[config.mk]
export PLATFORM = sky130hd
export DESIGN_NAME = pwr_idle_ctrl
export DESIGN_NICKNAME = d
export VERILOG_FILES = /design/src/rtl/pwr_idle_pkg.sv /design/src/rtl/pwr_dn_timer.sv /design/src/rtl/pwr_intv_sel.sv /design/src/rtl/pwr_idle_ctrl.sv
export SDC_FILE = /design/constraint.sdc
export NUM_CORES = 1
export LEC_CHECK = 0
export CORE_MARGIN = 10
export CORE_UTILIZATION = 58
export CTS_CLUSTER_SIZE = 30
export DETAILED_ROUTE_END_ITERATION = 10
export PLACE_DENSITY = 0.87
export SETUP_SLACK_MARGIN = 0.4
export SLEW_MARGIN = 40
export SYNTH_ARGS = -nofsm -noshare
export SYNTH_HDL_FRONTEND = slang
export SYNTH_SLANG_ARGS = --single-unit
[constraint.sdc]
create_clock -name clk -period 2.34 [get_ports clk]
set_input_delay 0.468 -clock clk [delete_from_list [all_inputs] [get_ports clk]]
set_output_delay 0.468 -clock clk [all_outputs]
set_load 0.01 [all_outputs]
[src/rtl/pwr_idle_pkg.sv]
package pwr_idle_pkg;

    // Power-state codes; the numeric values are visible on state_o.
    typedef enum logic [2:0] {
        PS_AWAKE  = 3'd0,
        PS_SLEEP  = 3'd1,
        PS_SCAN   = 3'd2,
        PS_DEEP   = 3'd3,
        PS_WAKING = 3'd4
    } pwr_state_e;

endpackage

[src/rtl/pwr_dn_timer.sv]
// Loadable down-counter that flags the step that exhausts it.
module pwr_dn_timer #(
    parameter int         W       = 8,
    parameter logic [W-1:0] RST_VAL = '0
) (
    input  logic         clk,
    input  logic         rst_n,
    input  logic         load,
    input  logic [W-1:0] load_val,
    input  logic         run,
    input  logic         step,
    output logic         done
);

    logic [W-1:0] cnt_q;

    always_ff @(posedge clk or negedge rst_n) begin
        if (!rst_n) begin
            cnt_q <= RST_VAL;
        end else if (load) begin
            cnt_q <= load_val;
        end else if (run && step && (cnt_q != '0)) begin
            cnt_q <= cnt_q - W'(1);
        end
    end

    // A loaded value of 0 or 1 both expire on the first step.
    assign done = run & step & ~load & (cnt_q <= W'(1));

endmodule

[src/rtl/pwr_intv_sel.sv]
// Maps the 2-bit interval code to a fast-tick count.
module pwr_intv_sel #(
    parameter int W  = 20,
    parameter int T0 = 1950,
    parameter int T1 = 15600,
    parameter int T2 = 125000,
    parameter int T3 = 1000000
) (
    input  logic [1:0]   sel,
    output logic [W-1:0] val
);

    always_comb begin
        unique case (sel)
            2'd0: val = W'(T0);
            2'd1: val = W'(T1);
            2'd2: val = W'(T2);
            2'd3: val = W'(T3);
        endcase
    end

endmodule

[src/rtl/pwr_idle_ctrl.sv]
module pwr_idle_ctrl
    import pwr_idle_pkg::*;
#(
    parameter int SAC_W      = 8,
    parameter int INTV_T0    = 1950,
    parameter int INTV_T1    = 15600,
    parameter int INTV_T2    = 125000,
    parameter int INTV_T3    = 1000000,
    parameter int WAKE_TICKS = 127
) (
    input  logic             clk,
    input  logic             rst_n,
    input  logic             idle_tick_i,
    input  logic             fast_tick_i,
    input  logic [SAC_W-1:0] stay_cnt_i,
    input  logic [1:0]       intv_sel_i,
    input  logic             deep_en_i,
    input  logic             btn_act_i,
    input  logic             i2c_act_i,
    input  logic             gpio_irq_i,
    input  logic             sleep_pin_n_i,
    output logic [2:0]       state_o,
    output logic             scan_req_o,
    output logic             i2c_ready_o
);

    localparam int MAX_T = (INTV_T3 > WAKE_TICKS) ? INTV_T3 : WAKE_TICKS;
    localparam int CNT_W = $clog2(MAX_T + 1);

    pwr_state_e state_q, state_d;

    logic             act_any;
    logic             wake_light;
    logic             wake_deep;
    logic             idle_done;
    logic             intv_done;
    logic             wake_done;
    logic [CNT_W-1:0] intv_val;

    assign act_any    = btn_act_i | i2c_act_i;
    assign wake_light = act_any | gpio_irq_i;
    assign wake_deep  = gpio_irq_i | ~sleep_pin_n_i;

    // Idle timer: reloaded outside Awake and on any activity.
    pwr_dn_timer #(
        .W       (SAC_W),
        .RST_VAL ('0)
    ) u_idle_tmr (
        .clk      (clk),
        .rst_n    (rst_n),
        .load     ((state_q != PS_AWAKE) | act_any),
        .load_val (stay_cnt_i),
        .run      (state_q == PS_AWAKE),
        .step     (idle_tick_i),
        .done     (idle_done)
    );

    pwr_intv_sel #(
        .W  (CNT_W),
        .T0 (INTV_T0),
        .T1 (INTV_T1),
        .T2 (INTV_T2),
        .T3 (INTV_T3)
    ) u_intv_sel (
        .sel (intv_sel_i),
        .val (intv_val)
    );

    // Sleep interval timer: select is captured on the cycle before Sleep.
    pwr_dn_timer #(
        .W       (CNT_W),
        .RST_VAL ('0)
    ) u_intv_tmr (
        .clk      (clk),
        .rst_n    (rst_n),
        .load     (state_q != PS_SLEEP),
        .load_val (intv_val),
        .run      (state_q == PS_SLEEP),
        .step     (fast_tick_i),
        .done     (intv_done)
    );

    // Wake-up delay timer, preloaded at reset because reset enters Waking.
    pwr_dn_timer #(
        .W       (CNT_W),
        .RST_VAL (CNT_W'(WAKE_TICKS))
    ) u_wake_tmr (
        .clk      (clk),
        .rst_n    (rst_n),
        .load     (state_q != PS_WAKING),
        .load_val (CNT_W'(WAKE_TICKS)),
        .run      (state_q == PS_WAKING),
        .step     (fast_tick_i),
        .done     (wake_done)
    );

    always_ff @(posedge clk or negedge rst_n) begin
        if (!rst_n) begin
            state_q <= PS_WAKING;
        end else begin
            state_q <= state_d;
        end
    end

    always_comb begin
        state_d = state_q;
        unique case (state_q)
            PS_AWAKE: begin
                if (idle_done) begin
                    state_d = deep_en_i ? PS_DEEP : PS_SLEEP;
                end
            end
            PS_SLEEP: begin
                if (wake_light) begin
                    state_d = PS_AWAKE;
                end else if (intv_done) begin
                    state_d = PS_SCAN;
                end
            end
            PS_SCAN: begin
                state_d = wake_light ? PS_AWAKE : PS_SLEEP;
            end
            PS_DEEP: begin
                if (wake_deep) begin
                    state_d = PS_WAKING;
                end
            end
            PS_WAKING: begin
                if (wake_done) begin
                    state_d = PS_AWAKE;
                end
            end
            default: state_d = PS_WAKING;
        endcase
    end

    always_comb begin
        state_o     = state_q;
        scan_req_o  = (state_q == PS_SCAN);
        i2c_ready_o = (state_q != PS_DEEP) && (state_q != PS_WAKING);
    end

endmodule

### Word-level counts from Yosys, hierarchy flattened

Cells that the tools add are included.
W data, S select, Z words.

* bits in registers: 51
* bits in latches: 0
* RAM bits: 0
* memory bits (read-only): 0
* input port bits: 19
* word-level logic and storage cells: 73
* memories kept: 0

* add/subtract/negate cells: 3
* multipliers: 0
* divide/modulo/power cells: 0
* magnitude comparators: 3
* equal/unequal tests: 14
* shifts and indexed selects: 0
* mux-type cells: 15
* bitwise gates (word level): 17
* reductions and logical operators: 17

Operator list (count)
* $mux W20: 4
* $pmux W20 S4: 1
* $le A20 B1 Y1 const B: 2
* $reduce_bool A20 Y1: 2
* $sub A20 B1 Y20 const B: 2
* $mux W8: 2
* $mux W3: 5
* $pmux W3 S5: 1
* $and A1 B1 Y1: 9
* $le A8 B1 Y1 const B: 1
* $reduce_bool A8 Y1: 1
* $sub A8 B1 Y8 const B: 1
* $logic_and A1 B1 Y1: 7
* $eq A3 B2 Y1 const B: 2
* $ne A2 B2 Y1 const B: 3
* $ne A3 B3 Y1 const B: 2
* $reduce_bool A2 Y1: 3
* $eq A2 B2 Y1 const B: 2
* $not A1 Y1: 4
* $or A1 B1 Y1: 4
* $reduce_and A4 Y1: 1
* $eq A3 B1 Y1 const B: 1
* $eq A3 B3 Y1 const B: 1
* $logic_not A3 Y1: 1
* other kinds (7): 7

### Longest topological paths before layout

Gate-level depths: netlist of run 1.

* depth in word-level cells: 7
* mapped depth: 8
* mapped depth without buffers: 7

### By module

From an unflattened synthesis of run 1, not the netlist that was laid out.

* cell total of the unflattened synthesis: 420
* area, all modules: 3738.6 um2

By module, submodules not included
* pwr_dn_timer (u_wake_tmr): times used 1, cells each 149, area an instance 1356.3 um2
* pwr_dn_timer (u_intv_tmr): times used 1, cells each 149, area an instance 1347.5 um2
* pwr_dn_timer (u_idle_tmr): times used 1, cells each 62, area an instance 571.8 um2
* pwr_idle_ctrl: times used 1, cells each 37, area an instance 287.8 um2
* pwr_intv_sel: times used 1, cells each 23, area an instance 175.2 um2

### Worst setup path after synthesis of run 1

No wires, ideal clock.

* path type: register to register
* start: register u_intv_tmr.cnt_q[10]
* end: register state_q[0], in the netlist state_o[0]
* data arrival time: 1.827 ns
* required time: 2.216 ns
* path slack: 0.389 ns
* stages on the path, launching flop included: 6
* clock period less this slack: 1.951 ns
* cell sequence: dfrtp_1 or4_4 nor4_4 o2111ai_1 and3_1 or2_1

* word-level cells in the longest chain between the ends: 4

RTL lines
* from (decl): RTL line pwr_dn_timer.sv:15 `logic [W-1:0] cnt_q;`
* from (signal assigned): RTL line pwr_dn_timer.sv:21 `cnt_q <= load_val;`
* from (signal assigned): RTL line pwr_dn_timer.sv:23 `cnt_q <= cnt_q - W'(1);`
* $le A20 B1 Y1: RTL line pwr_dn_timer.sv:28 `assign done = run & step & ~load & (cnt_q <= W'(1));`
* $and A1 B1 Y1: RTL line pwr_dn_timer.sv:28
* $ne A3 B3 Y1 (no source line)
* $reduce_and A4 Y1 (no source line)
* to (signal assigned): RTL line pwr_idle_ctrl.sv:101 `state_q <= state_d;`
* to (decl): RTL line pwr_idle_ctrl.sv:30 `pwr_state_e state_q, state_d;`

Every way passes these cells.
A chain may end at the register's enable or synchronous reset.

### Worst setup path after layout of run 1

* start: register u_intv_tmr.cnt_q[10]
* end: register u_intv_tmr.cnt_q[19]

* word-level cells in the longest chain between the ends: 3
* elaborated cells between the ends (all ways): 6
* classes of those cells: add/sub: 1; mux: 2; reduce/logical: 3

RTL lines
* $sub A20 B1 Y20 / $reduce_bool A20 Y1 (equally long branches): RTL line pwr_dn_timer.sv:23, pwr_dn_timer.sv:22
* $mux W20 / $logic_and A1 B1 Y1 (equally long branches): RTL line pwr_dn_timer.sv:22 `end else if (run && step && (cnt_q != '0)) begin`
* $mux W20 / $reduce_bool A2 Y1 (equally long branches)

Several ways; a longest one is shown, not always the timed one. The select of a mux whose other input is x is not followed.

==> impl_metrics.py, run 1 <==
metrics = {
    "placement": {
        "io_buffers": 23,
        "placed_cells_incl_taps": 426,
        "hpwlAfterDp_mm": 5.15,
        "detailedPlace.worstSlack_ps": -101,
        "gp_congestion": 0.883,
    },
    "critical_path": {
        "crit_path_end_kind": "flip-flop",
        "path_buf_inv": 1,
        "worstPathRequired_ps": 2510,
        "cp_top_family": "simple AND/OR/NAND/NOR gates",
        "crit_arrival_ps": 2220,
        "critical_path_class": "flip-flop to flip-flop",
        "crit_path_top_delay_cell": "or4_4",
        "crit_start": "u_intv_tmr.cnt_q[10]",
        "startpoint_type": "flip-flop",
        "crit_fanout": 6,
        "max_stage_delay_ps": 590,
        "r2r_setup_slack_ps": 290,
        "path_cells": "or4_4 -> nor4_4 -> buf_4 -> nand4_1 -> xor2_1 -> a21oi_1",
        "worstReg2RegStart": "u_intv_tmr.cnt_q[10]",
    },
    "timing": {
        "rsz0062_at_grt": "true",
        "hold_viol": 0,
        "setup_slack_ps": 291,
        "period_share_pct": 87.6,
        "max_slew_margin_pct": 49.7,
        "period_minus_slack_ps": 2050,
        "skew_ps": 16.6,
        "final-setup-viol-count": 0,
        "fmaxAchievable_mhz": 488,
        "report.final.slew_viol_count": 0,
        "tightest_slew_ps": 755,
    },
    "synthesis": {
        "postSynthAreaPerCell_sq_um": 9.37,
        "synth_edf_count": 0,
        "synth_flop_cell": "dfrtp_1",
        "synth_seq_cells": 51,
        "synth.distinct_cells": 53,
        "synthTopCellsByArea": "dfrtp_1 35%, xor2_1 7.4%, dfstp_2 6.8%",
        "synth_warnings": 0,
        "synth_fp_nets": 362,
        "synth_area_sq_mm": 0.00309,
        "synth_top_area_share_pct": 34.8,
        "ys_async_sr_fraction_pct": 100,
        "synth_top_area_cell": "dfrtp_1",
        "ys_seq_area_share_pct": 41.6,
        "synthCells": 330,
    },
    "pwr": {
        "cellPowerDensity_mw_per_mm2": 848,
        "total_power_mw": 3.37,
        "leakage_nw": 1.61,
        "ir_drop_uv": 662,
    },
    "clocking": {
        "ctsLongestPathBuffers": 2,
        "ctsHoldBuffers": 0,
        "root_buffer": "clkbuf_8",
        "cts_buffers": 5,
        "htreeDepth": 2,
        "cts.clk_slew.worst_paths_ps": 110,
        "cts_tree": "built",
        "insertion_delay_ps": 320,
        "cts_sinks": 51,
    },
    "detailed_routing": {
        "routedWlPerCell_um": 18.3,
        "via_count": 2873,
        "firstDrtPassIters": 4,
        "vias_per_cell": 6.22,
        "postRouteAntennaNets": 0,
        "routed_wl_mm": 8.43,
        "drc": 0,
        "drtIter0Drc": 159,
    },
    "global_routing": {
        "grt_max_degree": 35,
        "grt_pass1_vias": 2738,
        "antenna_found_initial": 0,
        "grt_usage_pct": 16.9,
        "gr-total-overflow": 0,
        "grt_first_pass_wirelength_mm": 12.4,
    },
    "floorplan": {
        "die_h_um": 93.0,
        "die_w_um": 93.0,
        "ioPinCount": 24,
        "die_area_sq_mm": 0.00865,
        "rows": 26,
        "initial_core_util_pct": 60.2,
        "core_area_sq_mm": 0.00514,
    },
    "layout": {
        "diodes": 0,
        "drive_above_1_share_pct": 27.6,
        "syn_to_final_growth_pct": 28.4,
        "fin_cells": 462,
        "layout.nets": 423,
        "mostFrequentLayoutCell": "buf_4",
        "final_cell_mix": "40 x buf_4, 39 x dfrtp_1, 33 x nor2_1, 26 x xor2_1, 18 x nand2_1",
    },
    "hold_path": {
        "hp-class": "input pin to async pin",
    },
    "flow_run": {
        "cap_violations": 0,
    },
    "status": {
        "status": "finished clean",
    },
}
[path summary, 6_finish.rpt]
check | to | depth (start not counted)
min in group clk | u_wake_tmr.cnt_q[2] | 2
max in group asynchronous | u_intv_tmr.cnt_q[8] | 2
min | u_wake_tmr.cnt_q[15] | 1
max | u_intv_tmr.cnt_q[19] | 6
min reg2reg | u_wake_tmr.cnt_q[2] | 2
max reg2reg | u_intv_tmr.cnt_q[19] | 6
[what timing repair did]
item,4_1_cts,5_1_grt
setup endpoints to repair,18,36
resized for setup,13,41
cloned,0,1
pin swaps,5,34
buffers inserted,7,20
[sequential cells by signal (all words and copies together), names as in the netlist]
name	flops
u_intv_tmr.cnt_q	20
u_wake_tmr.cnt_q	20
u_idle_tmr.cnt_q	8
state_o	3
[per-layer routing]
| layer | GRT usage [%] | routed length (um) | up-vias |
|---|---|---|---|
| met1 | 19.6 | 3320 | 1394 |
| li1 | - | - | 1325 |
| met3 | 3.68 | 383 | 37 |
| met5 | 0 | 0 | - |
| met4 | 6.94 | 280 | 0 |
| met2 | 29.6 | 4450 | 117 |
[report_power, final]
part           internal [mW]  switching, mW  leakage, nW  total (mW)
clock network          0.215          0.323       0.0443       0.537
logic                  0.678          0.756        0.939        1.43
registers               1.10          0.291        0.622        1.40
total                   2.00           1.37         1.61        3.37
[layout make-up]
class / count / area, sq um
Clock buffer: 5 / 68.8
Clock inverter: 3 / 25.0
Fill cell: 341 / 1170
Inverter: 13 / 48.8
Multi-Input combinational cell: 254 / 1910
Sequential cell: 51 / 1290
Tap cell: 70 / 87.6
Timing Repair Buffer: 66 / 543
[metrics by stage]
step / setup TNS [ps] / util (%) / hold slack (ps) / area, sq um
final: 0 / 77.2 / 199 / 3970
after detailed placement: -138 / 67.7 / 504 / 3480
after CTS: 0 / 71.0 / 227 / 3650
after global routing: 0 / 77.2 / 246 / 3970
after global placement: -27.0 / 67.6 / 496 / 3480
after floorplan: 0 / - / 172 / 3100
[Yosys cell counts (all sizes together), types with 6 or more instances]
master  instances
xor2           26
nor3           15
nand3          11
nor2           34
inv            13
xnor2           6
dfrtp          43
or3             7
dfstp           8
nand2          18
ha             13
nand4          10
o21ai          17
a21oi          17
a31oi           8
or4             8
clkbuf         11
nor4           12
[kinds of logic after synthesis]
family | count (synthesis) | share of synthesized area [%]
DFF | 51 | 41.6
xor gates and xnor gates | 32 | 9.07
adders and majority gates | 13 | 5.26
and+or+nand+nor | 147 | 28.2
buffers and inverters | 25 | 3.04
muxes | 3 | 1.01
AOI/OAI and AO/OA | 59 | 11.8
[worst reg2reg max path: cells and delay by family, from the launching register on]
family	cells	cell delay, ps
buffers and inverters	1	200
flip-flops	1	400
AND/OR/NAND/NOR	3	980
AO/OA/AOI/OAI	1	100
XOR/XNOR	1	240
Power figures use the tool's default switching activity.
==> inputs of run 2 (changes only) <==
- SETUP_SLACK_MARGIN: 0.4 -> 0.1
==> run 2 against run 1 <==
  * Die area stayed put
  * Sequential share of layout area is 3.3 points higher
  * Wire length is 16% lower
  * Sequential cell count stayed put
  * Worst hold slack better by 49 ps
  * Critical endpoint is now scan_req_o
  * Critical path type is now flip-flop to output pin
  * Largest power group is now registers
  * First-iteration DRC count is 11% lower
==> impl_metrics.py, run 2 (synthesized netlist as in run 1, its figures left out) <==
metrics = {
    "layout": {
        "drive_above_1_share_pct": 14.7,
        "multiInputGateArea_sq_mm": 0.00172,
        "layout.nets": 399,
        "diodes": 0,
        "final_cell_mix": "41 x dfrtp_1, 34 x nor2_1, 26 x xor2_1, 21 x clkdlybuf4s50_1, 19 x buf_4",
        "nFillCells": 414,
        "seq_area_sq_mm": 0.00129,
        "mostFrequentLayoutCell": "dfrtp_1",
        "top_regs": "u_intv_tmr.cnt_q: 20 flops, u_wake_tmr.cnt_q: 20 flops, u_idle_tmr.cnt_q: 8 flops",
        "syn_to_final_growth_pct": 16.5,
        "design_area_sq_mm": 0.00360,
    },
    "timing": {
        "tightest_slew_ps": 643,
        "fmaxAchievable_mhz": 467,
        "final-setup-viol-count": 0,
        "setup_slack_ps": 197,
        "rsz0062_at_grt": "false",
        "max_slew_margin_pct": 57.1,
        "report.final.slew_viol_count": 0,
        "period_minus_slack_ps": 2140,
        "period_share_pct": 91.6,
        "skew_ps": 12.7,
        "hold_viol": 0,
    },
    "clocking": {
        "insertion_delay_ps": 310,
        "ctsLongestPathBuffers": 2,
        "root_buffer": "clkbuf_8",
        "ctsHoldBuffers": 0,
        "cts_sinks": 51,
        "htreeDepth": 2,
        "cts.clk_slew.worst_paths_ps": 100,
        "cts_buffers": 5,
        "cts_tree": "built",
    },
    "critical_path": {
        "r2r_setup_slack_ps": 230,
        "crit_start": "state_o[0]",
        "startpoint_type": "flip-flop",
        "rr_worst_depth": 5,
        "reg2reg_to": "u_wake_tmr.cnt_q[16]",
        "crit_arrival_ps": 1670,
        "worstReg2RegStart": "u_wake_tmr.cnt_q[9]",
        "critical_path_class": "flip-flop to output pin",
        "crit_fanout": 6,
        "crit_path_end_kind": "output pin",
        "worstPathRequired_ps": 1870,
    },
    "global_routing": {
        "grt_first_pass_wirelength_mm": 11.8,
        "grt_max_degree": 52,
        "grt_pass1_vias": 2537,
        "antenna_found_initial": 0,
        "grt_usage_pct": 16.5,
        "gr-total-overflow": 0,
    },
    "hold_path": {
        "hp-class": "input pin to async pin",
    },
    "pwr": {
        "ir_drop_uv": 632,
        "cellPowerDensity_mw_per_mm2": 853,
        "leakage_nw": 1.44,
    },
    "detailed_routing": {
        "wl_met3_um": 293,
        "via_count": 2608,
        "wl_met1_mm": 3.07,
        "wl_met2_mm": 3.58,
        "routed_wl_mm": 7.04,
        "postRouteAntennaNets": 0,
        "routedWlPerCell_um": 16.1,
        "vias_per_cell": 5.95,
        "drc": 0,
        "drtIter0Drc": 142,
        "firstDrtPassIters": 4,
        "dr.max_layer_used": "met4",
    },
    "status": {
        "status": "finished clean",
    },
    "floorplan": {
        "core_area_sq_mm": 0.00514,
        "die_w_um": 93.0,
        "die_area_sq_mm": 0.00865,
        "rows": 26,
        "initial_core_util_pct": 60.2,
        "ioPinCount": 24,
        "die_h_um": 93.0,
    },
    "placement": {
        "detailedPlace.worstSlack_ps": -138,
        "gp_congestion": 0.908,
        "hpwlAfterDp_mm": 4.97,
        "io_buffers": 23,
        "place_area_sq_mm": 0.00346,
    },
    "flow_run": {
        "cap_violations": 0,
    },
}
-- run 2: how the worst max path moves through the flow --
stage / endpoint / cells after the start / slack [ps]
6_report: scan_req_o / 3 / 200
5_1_grt: u_idle_tmr.cnt_q[7] / 6 / 110
4_1_cts: i2c_ready_o / 4 / 110
3_5_place_dp: u_idle_tmr.cnt_q[7] / 6 / -140
3_3_place_gp: u_idle_tmr.cnt_q[7] / 6 / -30
2_1_floorplan: state_o[0] / 5 / 390
-- run 2: cell type report --
class	count	area share, %
Multi-Input combinational cell	254	47.7
Sequential cell	51	35.8
Timing Repair Buffer	42	10.3
Tap cell	70	2.43
Clock buffer	5	1.91
Inverter	13	1.35
Clock inverter	3	0.556
-- run 2: what timing repair did --
item	CTS	global route
gates cloned	0	0
setup endpoints to repair	1	2
gates resized for setup	2	2
setup buffers	3	3
-- run 2: report_power, final --
part	switching, mW	leakage (nW)	internal [mW]
registers	0.272	0.625	1.10
clock network	0.307	0.0402	0.209
logic	0.646	0.775	0.537
-- run 2: per-stage QoR --
stage | util, % | hold slack (ps) | setup TNS [ps] | cells | power [mW]
3_3_place_gp | 67.3 | 499 | -29.2 | 424 | 2.44
5_1_grt | 70.1 | 299 | 0 | 438 | 3.30
2_1_floorplan | - | 172 | 0 | 330 | 2.09
6_report | 70.1 | 249 | 0 | 438 | 3.07
3_5_place_dp | 67.3 | 507 | -250 | 424 | 2.48
4_1_cts | 69.5 | 280 | 0 | 435 | 3.03
-- run 2: layer usage --
metal,up-vias,track usage (%)
li1,1274,-
met1,1257,20.0
met2,68,28.3
met3,9,3.20
met4,0,6.04
met5,-,0
-- run 2: worst max-delay path, stage by stage (launching register included) --
cell             delay, ps
dfrtp_2                440
buf_4                  170
nor3b_1                190
clkdlybuf4s50_1        570
